## src/rtl/mag_cmp_pkg.sv

```systemverilog
package mag_cmp_pkg;

  typedef struct packed {
    logic gt;
    logic eq;
    logic lt;
  } verdict_t;

  // Outcome when the local words match: the cascade inputs decide.
  function automatic verdict_t resolve_cascade(input verdict_t cin);
    verdict_t r;
    r.eq = cin.eq;
    r.gt = ~cin.eq & ~cin.lt;
    r.lt = ~cin.eq & ~cin.gt;
    return r;
  endfunction

  // Outcome when the local words differ.
  function automatic verdict_t local_verdict(input logic a_higher);
    verdict_t r;
    r.gt = a_higher;
    r.lt = ~a_higher;
    r.eq = 1'b0;
    return r;
  endfunction

endpackage

```

## src/rtl/mag_cmp_bit.sv

```systemverilog
module mag_cmp_bit (
  input  logic a_bit,
  input  logic b_bit,
  output logic differs,
  output logic a_wins
);
  assign differs = a_bit ^ b_bit;
  assign a_wins  = a_bit & ~b_bit;
endmodule

```

## src/rtl/mag_cmp_scan.sv

```systemverilog
module mag_cmp_scan #(
  parameter int WIDTH = 4
) (
  input  logic [WIDTH-1:0] differs,
  input  logic [WIDTH-1:0] a_wins,
  output logic             any_diff,
  output logic             a_higher
);
  // Walk from the top bit down; the first differing bit decides.
  always_comb begin
    any_diff = 1'b0;
    a_higher = 1'b0;
    for (int i = WIDTH - 1; i >= 0; i--) begin
      if (!any_diff && differs[i]) begin
        any_diff = 1'b1;
        a_higher = a_wins[i];
      end
    end
  end
endmodule

```

## src/rtl/mag_cmp_merge.sv

```systemverilog
module mag_cmp_merge
  import mag_cmp_pkg::*;
(
  input  logic     any_diff,
  input  logic     a_higher,
  input  verdict_t cin,
  output verdict_t vout
);
  always_comb begin
    if (any_diff) vout = local_verdict(a_higher);
    else          vout = resolve_cascade(cin);
  end
endmodule

```

## src/rtl/mag_compare_stage.sv

```systemverilog
module mag_compare_stage
  import mag_cmp_pkg::*;
#(
  parameter int WIDTH = 4
) (
  input  logic [WIDTH-1:0] a_word,
  input  logic [WIDTH-1:0] b_word,
  input  logic             cin_gt,
  input  logic             cin_eq,
  input  logic             cin_lt,
  output logic             out_gt,
  output logic             out_eq,
  output logic             out_lt
);
  logic [WIDTH-1:0] bit_differs;
  logic [WIDTH-1:0] bit_a_wins;
  logic             words_differ;
  logic             a_is_higher;
  verdict_t         cin_v;
  verdict_t         result_v;

  genvar g;
  generate
    for (g = 0; g < WIDTH; g++) begin : g_bit
      mag_cmp_bit u_bit (
        .a_bit   (a_word[g]),
        .b_bit   (b_word[g]),
        .differs (bit_differs[g]),
        .a_wins  (bit_a_wins[g])
      );
    end
  endgenerate

  mag_cmp_scan #(.WIDTH(WIDTH)) u_scan (
    .differs  (bit_differs),
    .a_wins   (bit_a_wins),
    .any_diff (words_differ),
    .a_higher (a_is_higher)
  );

  assign cin_v = '{gt: cin_gt, eq: cin_eq, lt: cin_lt};

  mag_cmp_merge u_merge (
    .any_diff (words_differ),
    .a_higher (a_is_higher),
    .cin      (cin_v),
    .vout     (result_v)
  );

  assign out_gt = result_v.gt;
  assign out_eq = result_v.eq;
  assign out_lt = result_v.lt;
endmodule

```

## config.mk

```make
export PLATFORM = sky130hd
export DESIGN_NAME = mag_compare_stage
export DESIGN_NICKNAME = d
export VERILOG_FILES = /design/src/rtl/mag_cmp_pkg.sv /design/src/rtl/mag_cmp_bit.sv /design/src/rtl/mag_cmp_scan.sv /design/src/rtl/mag_cmp_merge.sv /design/src/rtl/mag_compare_stage.sv
export SDC_FILE = /design/constraint.sdc
export NUM_CORES = 1
export LEC_CHECK = 0
export BUFFER_PORTS_ARGS = -buffer_cell sky130_fd_sc_hd__buf_4
export CAP_MARGIN = 20
export CORE_AREA = 2 2 39 41
export DETAILED_ROUTE_END_ITERATION = 6
export DIE_AREA = 0 0 41 43
export PLACE_DENSITY = 0.39
export SLEW_MARGIN = 20
export SYNTH_ARGS = -nofsm -noshare
export SYNTH_HDL_FRONTEND = slang
export SYNTH_SLANG_ARGS = --single-unit
```

## constraint.sdc

```tcl
create_clock -name vclk -period 1.9
set_input_delay 0.095 -clock vclk [all_inputs]
set_output_delay 0.095 -clock vclk [all_outputs]
set_load 0.01 [all_outputs]
```

==> results of run 1 <==
layout by cell type, fill, tap and decap left out, drive strengths merged:
| cell | synthesis | routed |
|---|---|---|
| a211oi | 1 | 1 |
| o32ai | 1 | 1 |
| nor2b | 1 | 1 |
| buf | 0 | 14 |
| nand4 | 1 | 1 |
| o221ai | 1 | 1 |
| mux2 | 1 | 1 |
| inv | 7 | 7 |
| nor2 | 4 | 4 |
| a21oi | 2 | 2 |
| o2111ai | 1 | 1 |
| o21ai | 1 | 1 |
| a21boi | 1 | 1 |
| nand2 | 2 | 2 |
| ha | 6 | 6 |
layer usage:
metal	share of wire [%]	routed length (um)	vias to the layer above	GRT usage, %
met1	41	188	106	7.59
met5	0	0	-	0
met2	47	218	9	11.6
met4	0	0	0	0
li1	-	-	135	-
met3	11	52	0	0
worst max-delay path by stage:
stage	end	slack (ns)	depth (start not counted)
finish	out_lt	0.52	7
global route	out_lt	0.40	8
CTS	out_lt	0.51	7
detailed placement	out_lt	0.51	7
global placement	out_lt	0.52	7
floorplan	out_gt	0.82	4
stage by stage:
step           instance area (um^2)  worst slack (ns)  hold slack [ns]
2_1_floorplan                   210             0.817            0.277
3_3_place_gp                    335             0.516            0.480
3_5_place_dp                    335             0.511            0.480
4_1_cts                         335             0.510            0.480
5_1_grt                         335             0.401            0.494
6_report                        335             0.518            0.480
power by group through the flow:
stage | Combinational [mW] | Sequential (mW) | Clock, mW
final | 0.0875 | 0 | 0
after global routing | 0.0998 | 0 | 0
after CTS | 0.0890 | 0 | 0
after detailed placement | 0.0888 | 0 | 0
after global placement | 0.0891 | 0 | 0
after floorplan | 0.0509 | 0 | 0
logic make-up after synthesis:
family,count (synthesis)
simple gates,8
fa+ha+maj,6
mux,1
compound gates,8
buf+inv,7
area by class of cell:
| cell class | count | share of cell area, % |
|---|---|---|
| well taps | 16 | 5.97 |
| inverters | 7 | 7.84 |
| repair buffers | 14 | 31.3 |
| multi-input cells | 23 | 54.9 |
critical path, delay by kind of cell:
kind | cells | cell delay, ns
AND/OR/NAND/NOR | 1 | 0.06
buffers and inverters | 2 | 0.25
adder cells (fa/ha/maj) | 1 | 0.35
multiplexers | 1 | 0.27
AO/OA/AOI/OAI | 2 | 0.26
==> metrics.md, run 1 <==
| Metric | Value |
|---|---|
| Status | `finished clean` |
| Post-synth top area share | `35.7%` |
| Via count | `250` |
| Die Footprint | `0.00176 mm^2` |
| Hold/Removal Path Class | `in2out` |
| Fill count | `157` |
| Worst slew margin | `84.7%` |
| FFs & Latches | `0` |
| WP data required | `1.80 ns` |
| RSZ-0062 raised after global routing | `no` |
| Register area | `0 um^2` |
| DR iter-0 viols | `0` |
| Fin crit period | `1.38 ns` |
| Slowest cell on the critical path | `ha_1` |
| Gate Count Post-Synth | `30` |
| Post-synthesis sequential area ratio | `0%` |
| Avg Cell Area, Syn | `7.01 um^2` |
| IO Pins | `14` |
| Largest family of logic cells by synthesized area | `adder cells` |
| Vias in the first global route | `231` |
| VDD IR max | `0.0486 mV` |
| Worst Hold Depth | `3` |
| Worst path cell trace | `buf_4 -> ha_1 -> nor2_1 -> a21oi_1 -> o221ai_1 -> mux2_4 -> buf_4` |
| Clk pwr share | `0%` |
| Top area cells in the synthesized netlist | `ha_1 (36%), inv_1 (13%), mux2_4 (7.1%)` |
| Pre-Repair DR Iteration Count | `1` |
| Post-synthesis adder-cell area fraction | `35.7%` |
| Final Hold Viols | `0` |
| Seq pwr share | `0%` |
| Syn-to-layout area delta | `59.5%` |
| CORE AREA | `0.00138 mm^2` |
| Multi-input gate area | `184 um^2` |
| Global Route Usage Sum | `6.09%` |
| Top achievable clock speed | `724 MHz` |
| Drt wl/cell | `7.65 um` |
| Max stage delay on crit path | `0.35 ns` |
| Synth unique cells | `15` |
| Maxcap violations | `0` |
| Worst hold endpoint | `out_gt` |
| Floorplan row count | `14` |
| Critical path class | `in2out` |
| Worst-Margin Slew | `0.228 ns` |
| Synth Area in Compound Gates | `26.8%` |
| Sw Ratio | `45.0%` |
| Count leader, synth | `inv_1` |
| Initial Utilization | `15.2%` |
| CP Capture Type | `output port` |
| Util after Layout | `24.2%` |
| Vias per std cell | `4.17` |
| Gr ovfl total | `0` |
| First-pass GRT wire length | `807 um` |
| Total routed wirelength | `459 um` |
| WP data arrival | `1.29 ns` |
| Largest net degree at the start of global routing | `8` |
| Leak | `0.182 nW` |
| Most Frequent Cell on Critical Path | `buf_4` |
| Min-delay src | `cin_lt` |
| Initial antenna violation count | `0` |
| Yosys warns | `0` |
| Residual DRC | `0` |
| Crit path launch type | `primary input` |
| Post-Synth Simple-Gate Area | `17.9%` |
| Post-CTS Setup Bufs | `0` |
| Crit. Startpoint | `a_word[0]` |
| Layout cells sized above 1 | `36.4%` |
| Top cell type by total area after synthesis | `ha_1` |
| Logic pwr share | `100.0%` |
| Sw power | `39.3 uW` |
| Clock buf count | `0` |
| Placed instance count | `60` |
| Synth top cells by count | `inv_1 (7), ha_1 (6), nor2_1 (4), a21oi_1 (2)` |
| Die width | `41 um` |
| Cell area after synthesis | `210 um^2` |
| Hold Buf Count CTS | `0` |
| Maximum fanout along the worst path | `5` |
| Fraction of synthesized area in multiplexers | `7.14%` |
| Chip height | `43 um` |
| Post-synthesis xor/xnor area fraction | `0%` |
| # diodes | `0` |
| PortBufs | `14` |
| Final Wtd Congestion | `0.605` |
| Nets@finish | `63` |
| Post-layout instance count excluding filler cells | `60` |
| Internal Power | `48.1 uW` |
| Max Slew Vio Count | `0` |
| Mapped Nets | `47` |
| # setup viols final | `0` |
| Total power draw | `87.5 uW` |
| Post_cts resized | `0` |
| Total negative slack | `0 ns` |
| Fin crit share | `72.7%` |
| Post-route ant nets | `0` |
| PD cells | `261 mW/mm^2` |
(Power assumes the default switching activity.)
==> run 2, diff against run 1 <==
==> constraint.sdc (replaced) <==
create_clock -name vclk -period 1.4
set_input_delay 0.07 -clock vclk [all_inputs]
set_output_delay 0.07 -clock vclk [all_outputs]
set_load 0.01 [all_outputs]
==> run 2 against run 1 <==
Die area unchanged. Worst hold slack got worse by 0.050 ns. Global-route usage decreased by 0.90 points. Final area increased by 4.5%. Critical path type unchanged.
==> metrics.md, run 2 (synthesized netlist as in run 1, its figures left out) <==
| Metric | Value |
|---|---|
| Status | `finished clean` |
| Chip height | `43 um` |
| Cell Area, Placed | `335 um^2` |
| IO Pins | `14` |
| Min-delay src | `cin_lt` |
| WP data required | `1.33 ns` |
| Top Usage Layer GRT | `met2` |
| Initial Utilization | `15.2%` |
| Met3 GRT Util | `0%` |
| Max Slew Vio Count | `0` |
| Fin crit share | `93.8%` |
| Global Route Usage Sum | `5.19%` |
| WP data arrival | `1.24 ns` |
| PD cells | `359 mW/mm^2` |
| Residual DRC | `0` |
| Leak | `0.182 nW` |
| # setup viols final | `0` |
| Hold/Removal Path Class | `in2out` |
| RSZ-0062 raised after global routing | `no` |
| VDD IR max | `0.0844 mV` |
| Commonest non-fill, non-tap cell in the layout | `buf_4` |
| Via count | `250` |
| Layout cells sized above 1 | `40.9%` |
| Fin crit period | `1.31 ns` |
| Worst Hold Depth | `3` |
| Floorplan row count | `14` |
| Final Hold Viols | `0` |
| Multi-input gate area | `199 um^2` |
| Die width | `41 um` |
| Crit path launch type | `primary input` |
| PortBufs | `14` |
| Worst-Margin Slew | `0.228 ns` |
| Gr ovfl total | `0` |
| Pre-Repair DR Iteration Count | `1` |
| Maximum fanout along the worst path | `7` |
| Most frequent cells in the layout | `buf_4 (14), inv_1 (7), ha_1 (5)` |
| Fill count | `160` |
| FFs & Latches | `0` |
| Post-CTS Setup Bufs | `0` |
| Nets@finish | `63` |
| Register area | `0 um^2` |
| Vias in the first global route | `208` |
| Top achievable clock speed | `761 MHz` |
| Final Cell Area | `350 um^2` |
| Vias per std cell | `4.17` |
| DP HPWL | `409 um` |
| Critical path class | `in2out` |
| Worst slew margin | `84.7%` |
| Total power draw | `126 uW` |
| Total routed wirelength | `453 um` |
| Met1 usage | `5.70%` |
| Crit. Startpoint | `a_word[2]` |
| Die Footprint | `0.00176 mm^2` |
| GR Util met2 | `10.6%` |
| Drt wl/cell | `7.55 um` |
| Syn-to-layout area delta | `66.7%` |
| Clock buf count | `0` |
| Initial antenna violation count | `0` |
| # diodes | `0` |
| DR iter-0 viols | `0` |
| Worst hold endpoint | `out_gt` |
| First-pass GRT wire length | `696 um` |
| Post-route ant nets | `0` |
| Largest net degree at the start of global routing | `8` |
| Final Wtd Congestion | `0.628` |
| CP Capture Type | `output port` |
| CORE AREA | `0.00138 mm^2` |
| Total negative slack | `0 ns` |
| Maxcap violations | `0` |
## run 2: cell count changes in the layout (fill, tap and decap cells not counted)
cell / delta
nor2_2: +1
nor2_1: -1
ha_4: +1
ha_1: -1
## run 2: final cells by class
cell class,instances,share of cell area [%]
Inverter,7,7.50
Tap cell,16,5.71
Timing Repair Buffer,14,30.0
Multi-Input combinational cell,23,56.8
## run 2: worst max-delay path by stage
stage	endpoint	slack, ns	cells after the start
after floorplan	out_gt	0.37	4
after global placement	out_lt	0.05	7
after detailed placement	out_gt	0.07	7
after CTS	out_gt	0.06	7
after global routing	out_gt	0.02	7
final	out_gt	0.09	7
## run 2: what timing repair did
action / CTS / global route
hold buffers: 0 / 0
gates resized for setup: 0 / 2
setup endpoints to repair: 0 / 2
## run 2: worst max-delay path, stage by stage
cell and delay (ns):
buf_4 0.12, ha_1 0.38, nand2_2 0.09, a21boi_0 0.08, a211oi_1 0.25, o32ai_1 0.11
buf_4 0.15
## run 2: power breakdown
group	total [mW]	internal, mW	switching [mW]
Clock	0	0	0
Combinational	0.126	0.0701	0.0556
Sequential	0	0	0
Total	0.126	0.0701	0.0556
## run 2: layer usage
layer / part of all wire (%) / wire, um
met5: 0 / 0
met4: 0 / 0
met1: 44 / 199
met3: 9.5 / 43
met2: 46 / 209
## run 2: per-stage QoR
stage          cells  hold slack [ns]  setup WS [ns]  util (%)
6_report          60            0.431         0.0867      25.3
5_1_grt           60            0.445         0.0178      25.3
4_1_cts           60            0.431         0.0644      24.2
3_5_place_dp      60            0.431         0.0677      24.2
3_3_place_gp      60            0.431         0.0470      24.2
2_1_floorplan     30            0.227          0.367         -
==> run 3, diff against run 2 <==
--- a/config.mk
+++ b/config.mk
@@ -5,12 +5,12 @@
 export SDC_FILE = /design/constraint.sdc
 export NUM_CORES = 1
 export LEC_CHECK = 0
-export BUFFER_PORTS_ARGS = -buffer_cell sky130_fd_sc_hd__buf_4
 export CAP_MARGIN = 20
 export CORE_AREA = 2 2 39 41
 export DETAILED_ROUTE_END_ITERATION = 6
 export DIE_AREA = 0 0 41 43
-export PLACE_DENSITY = 0.39
+export DONT_BUFFER_PORTS = 1
+export PLACE_DENSITY = 0.3
 export SLEW_MARGIN = 20
 export SYNTH_ARGS = -nofsm -noshare
 export SYNTH_HDL_FRONTEND = slang
==> run 3 against run 2 <==
Sequential cell count unchanged. Worst hold slack worse by 0.20 ns. Maximum frequency up 12%. Sequential share of layout area unchanged. Utilization down 8.7 points. Non-clock buffer count down 14. Global-route usage up 0.20 points. Total power down 35%. Routed wire length up 0.22%. Via count down 21%. Largest power group unchanged. Highest routed layer unchanged.
==> metrics.md, run 3 (synthesized netlist as in run 1, its figures left out) <==
| Metric | Value |
|---|---|
| Status | `finished clean` |
| # diodes | `0` |
| DR iter-0 viols | `4` |
| Clock buf count | `0` |
| Residual DRC | `0` |
| CORE AREA | `0.00138 mm^2` |
| Critical path class | `in2out` |
| Total negative slack | `0 ns` |
| Initial antenna violation count | `0` |
| Post-route ant nets | `0` |
| Max Slew Vio Count | `0` |
| Worst-Margin Slew | `0.485 ns` |
| Die Footprint | `0.00176 mm^2` |
| Crit path launch type | `primary input` |
| Maximum fanout along the worst path | `7` |
| Die width | `41 um` |
| Post_cts resized | `0` |
| Largest net degree at the start of global routing | `8` |
| Vias in the first global route | `191` |
| FFs & Latches | `0` |
| WP data required | `1.33 ns` |
| Floorplan row count | `14` |
| PD cells | `357 mW/mm^2` |
| Hold Buf Count CTS | `0` |
| Leak | `0.114 nW` |
| Register area | `0 um^2` |
| Global Route Usage Sum | `5.39%` |
| Commonest non-fill, non-tap cell in the layout | `inv_1` |
| Chip height | `43 um` |
| Final Hold Viols | `0` |
| Nets@finish | `49` |
| CP Capture Type | `output port` |
| Drt wl/cell | `9.87 um` |
| Vias per std cell | `4.30` |
| DP HPWL | `425 um` |
| PortBufs | `0` |
| Fin crit period | `1.17 ns` |
| WP data arrival | `1.10 ns` |
| Syn-to-layout area delta | `9.52%` |
| Post-CTS Setup Bufs | `0` |
| Crit. Startpoint | `b_word[2]` |
| Final Wtd Congestion | `0.548` |
| # setup viols final | `0` |
| Pre-Repair DR Iteration Count | `3` |
| Fill count | `164` |
| RSZ-0062 raised after global routing | `no` |
| Via count | `198` |
| Most frequent cells in the layout | `inv_1 (7), ha_1 (6), nor2_1 (4)` |
| Worst slew margin | `67.6%` |
| Hold/Removal Path Class | `in2out` |
| Final hold slack | `0.234 ns` |
| Multi-input gate area | `184 um^2` |
| Top achievable clock speed | `856 MHz` |
| Initial Utilization | `15.2%` |
| Maxcap violations | `0` |
| Gr ovfl total | `0` |
| Total routed wirelength | `454 um` |
| Setup crit end | `out_gt` |
| IO Pins | `14` |
| First-pass GRT wire length | `696 um` |
| Fin crit share | `83.5%` |
| Layout cells sized above 1 | `6.67%` |
| VDD IR max | `0.0791 mV` |
==> run 3: worst min path at each step <==
stage          startpoint  slack [ns]  cells after the start  endpoint
2_1_floorplan      cin_eq        0.23                      2    out_eq
3_3_place_gp       cin_eq        0.24                      2    out_eq
4_1_cts            cin_eq        0.24                      2    out_eq
5_1_grt            cin_eq        0.24                      2    out_eq
6_report           cin_eq        0.23                      2    out_eq
3_5_place_dp       cin_eq        0.24                      2    out_eq
==> run 3: worst max-delay path, cell delays in order <==
cell	delay, ns
inv_1	0.03
ha_1	0.39
nand4_1	0.15
o32ai_1	0.45
==> run 3: power by group <==
group / switching [mW] / internal (mW) / total (mW)
registers: 0 / 0 / 0
logic: 0.0471 / 0.0352 / 0.0822
clock network: 0 / 0 / 0
==> run 3: routing by layer <==
layer | vias to the layer above | GRT usage (%) | part of all wire (%)
met2 | 10 | 10.3 | 48
met3 | 0 | 0 | 7.0
met5 | - | 0 | 0
li1 | 105 | - | -
met1 | 83 | 6.65 | 45
met4 | 0 | 0 | 0
==> run 3: stage by stage <==
stage                     cell area [um^2]  instances  power, mW  util [%]  setup slack [ns]
after floorplan                        210         30     0.0690         -             0.367
after global placement                 230         46     0.0811      16.6             0.251
after detailed placement               230         46     0.0830      16.6             0.222
after CTS                              230         46     0.0833      16.6             0.223
after global routing                   230         46     0.0925      16.6             0.131
final                                  230         46     0.0822      16.6             0.231
==> run 3: cell type report <==
class | instances | area share [%]
Tap cell | 16 | 8.70
Inverter | 7 | 11.4
Multi-Input combinational cell | 23 | 79.9
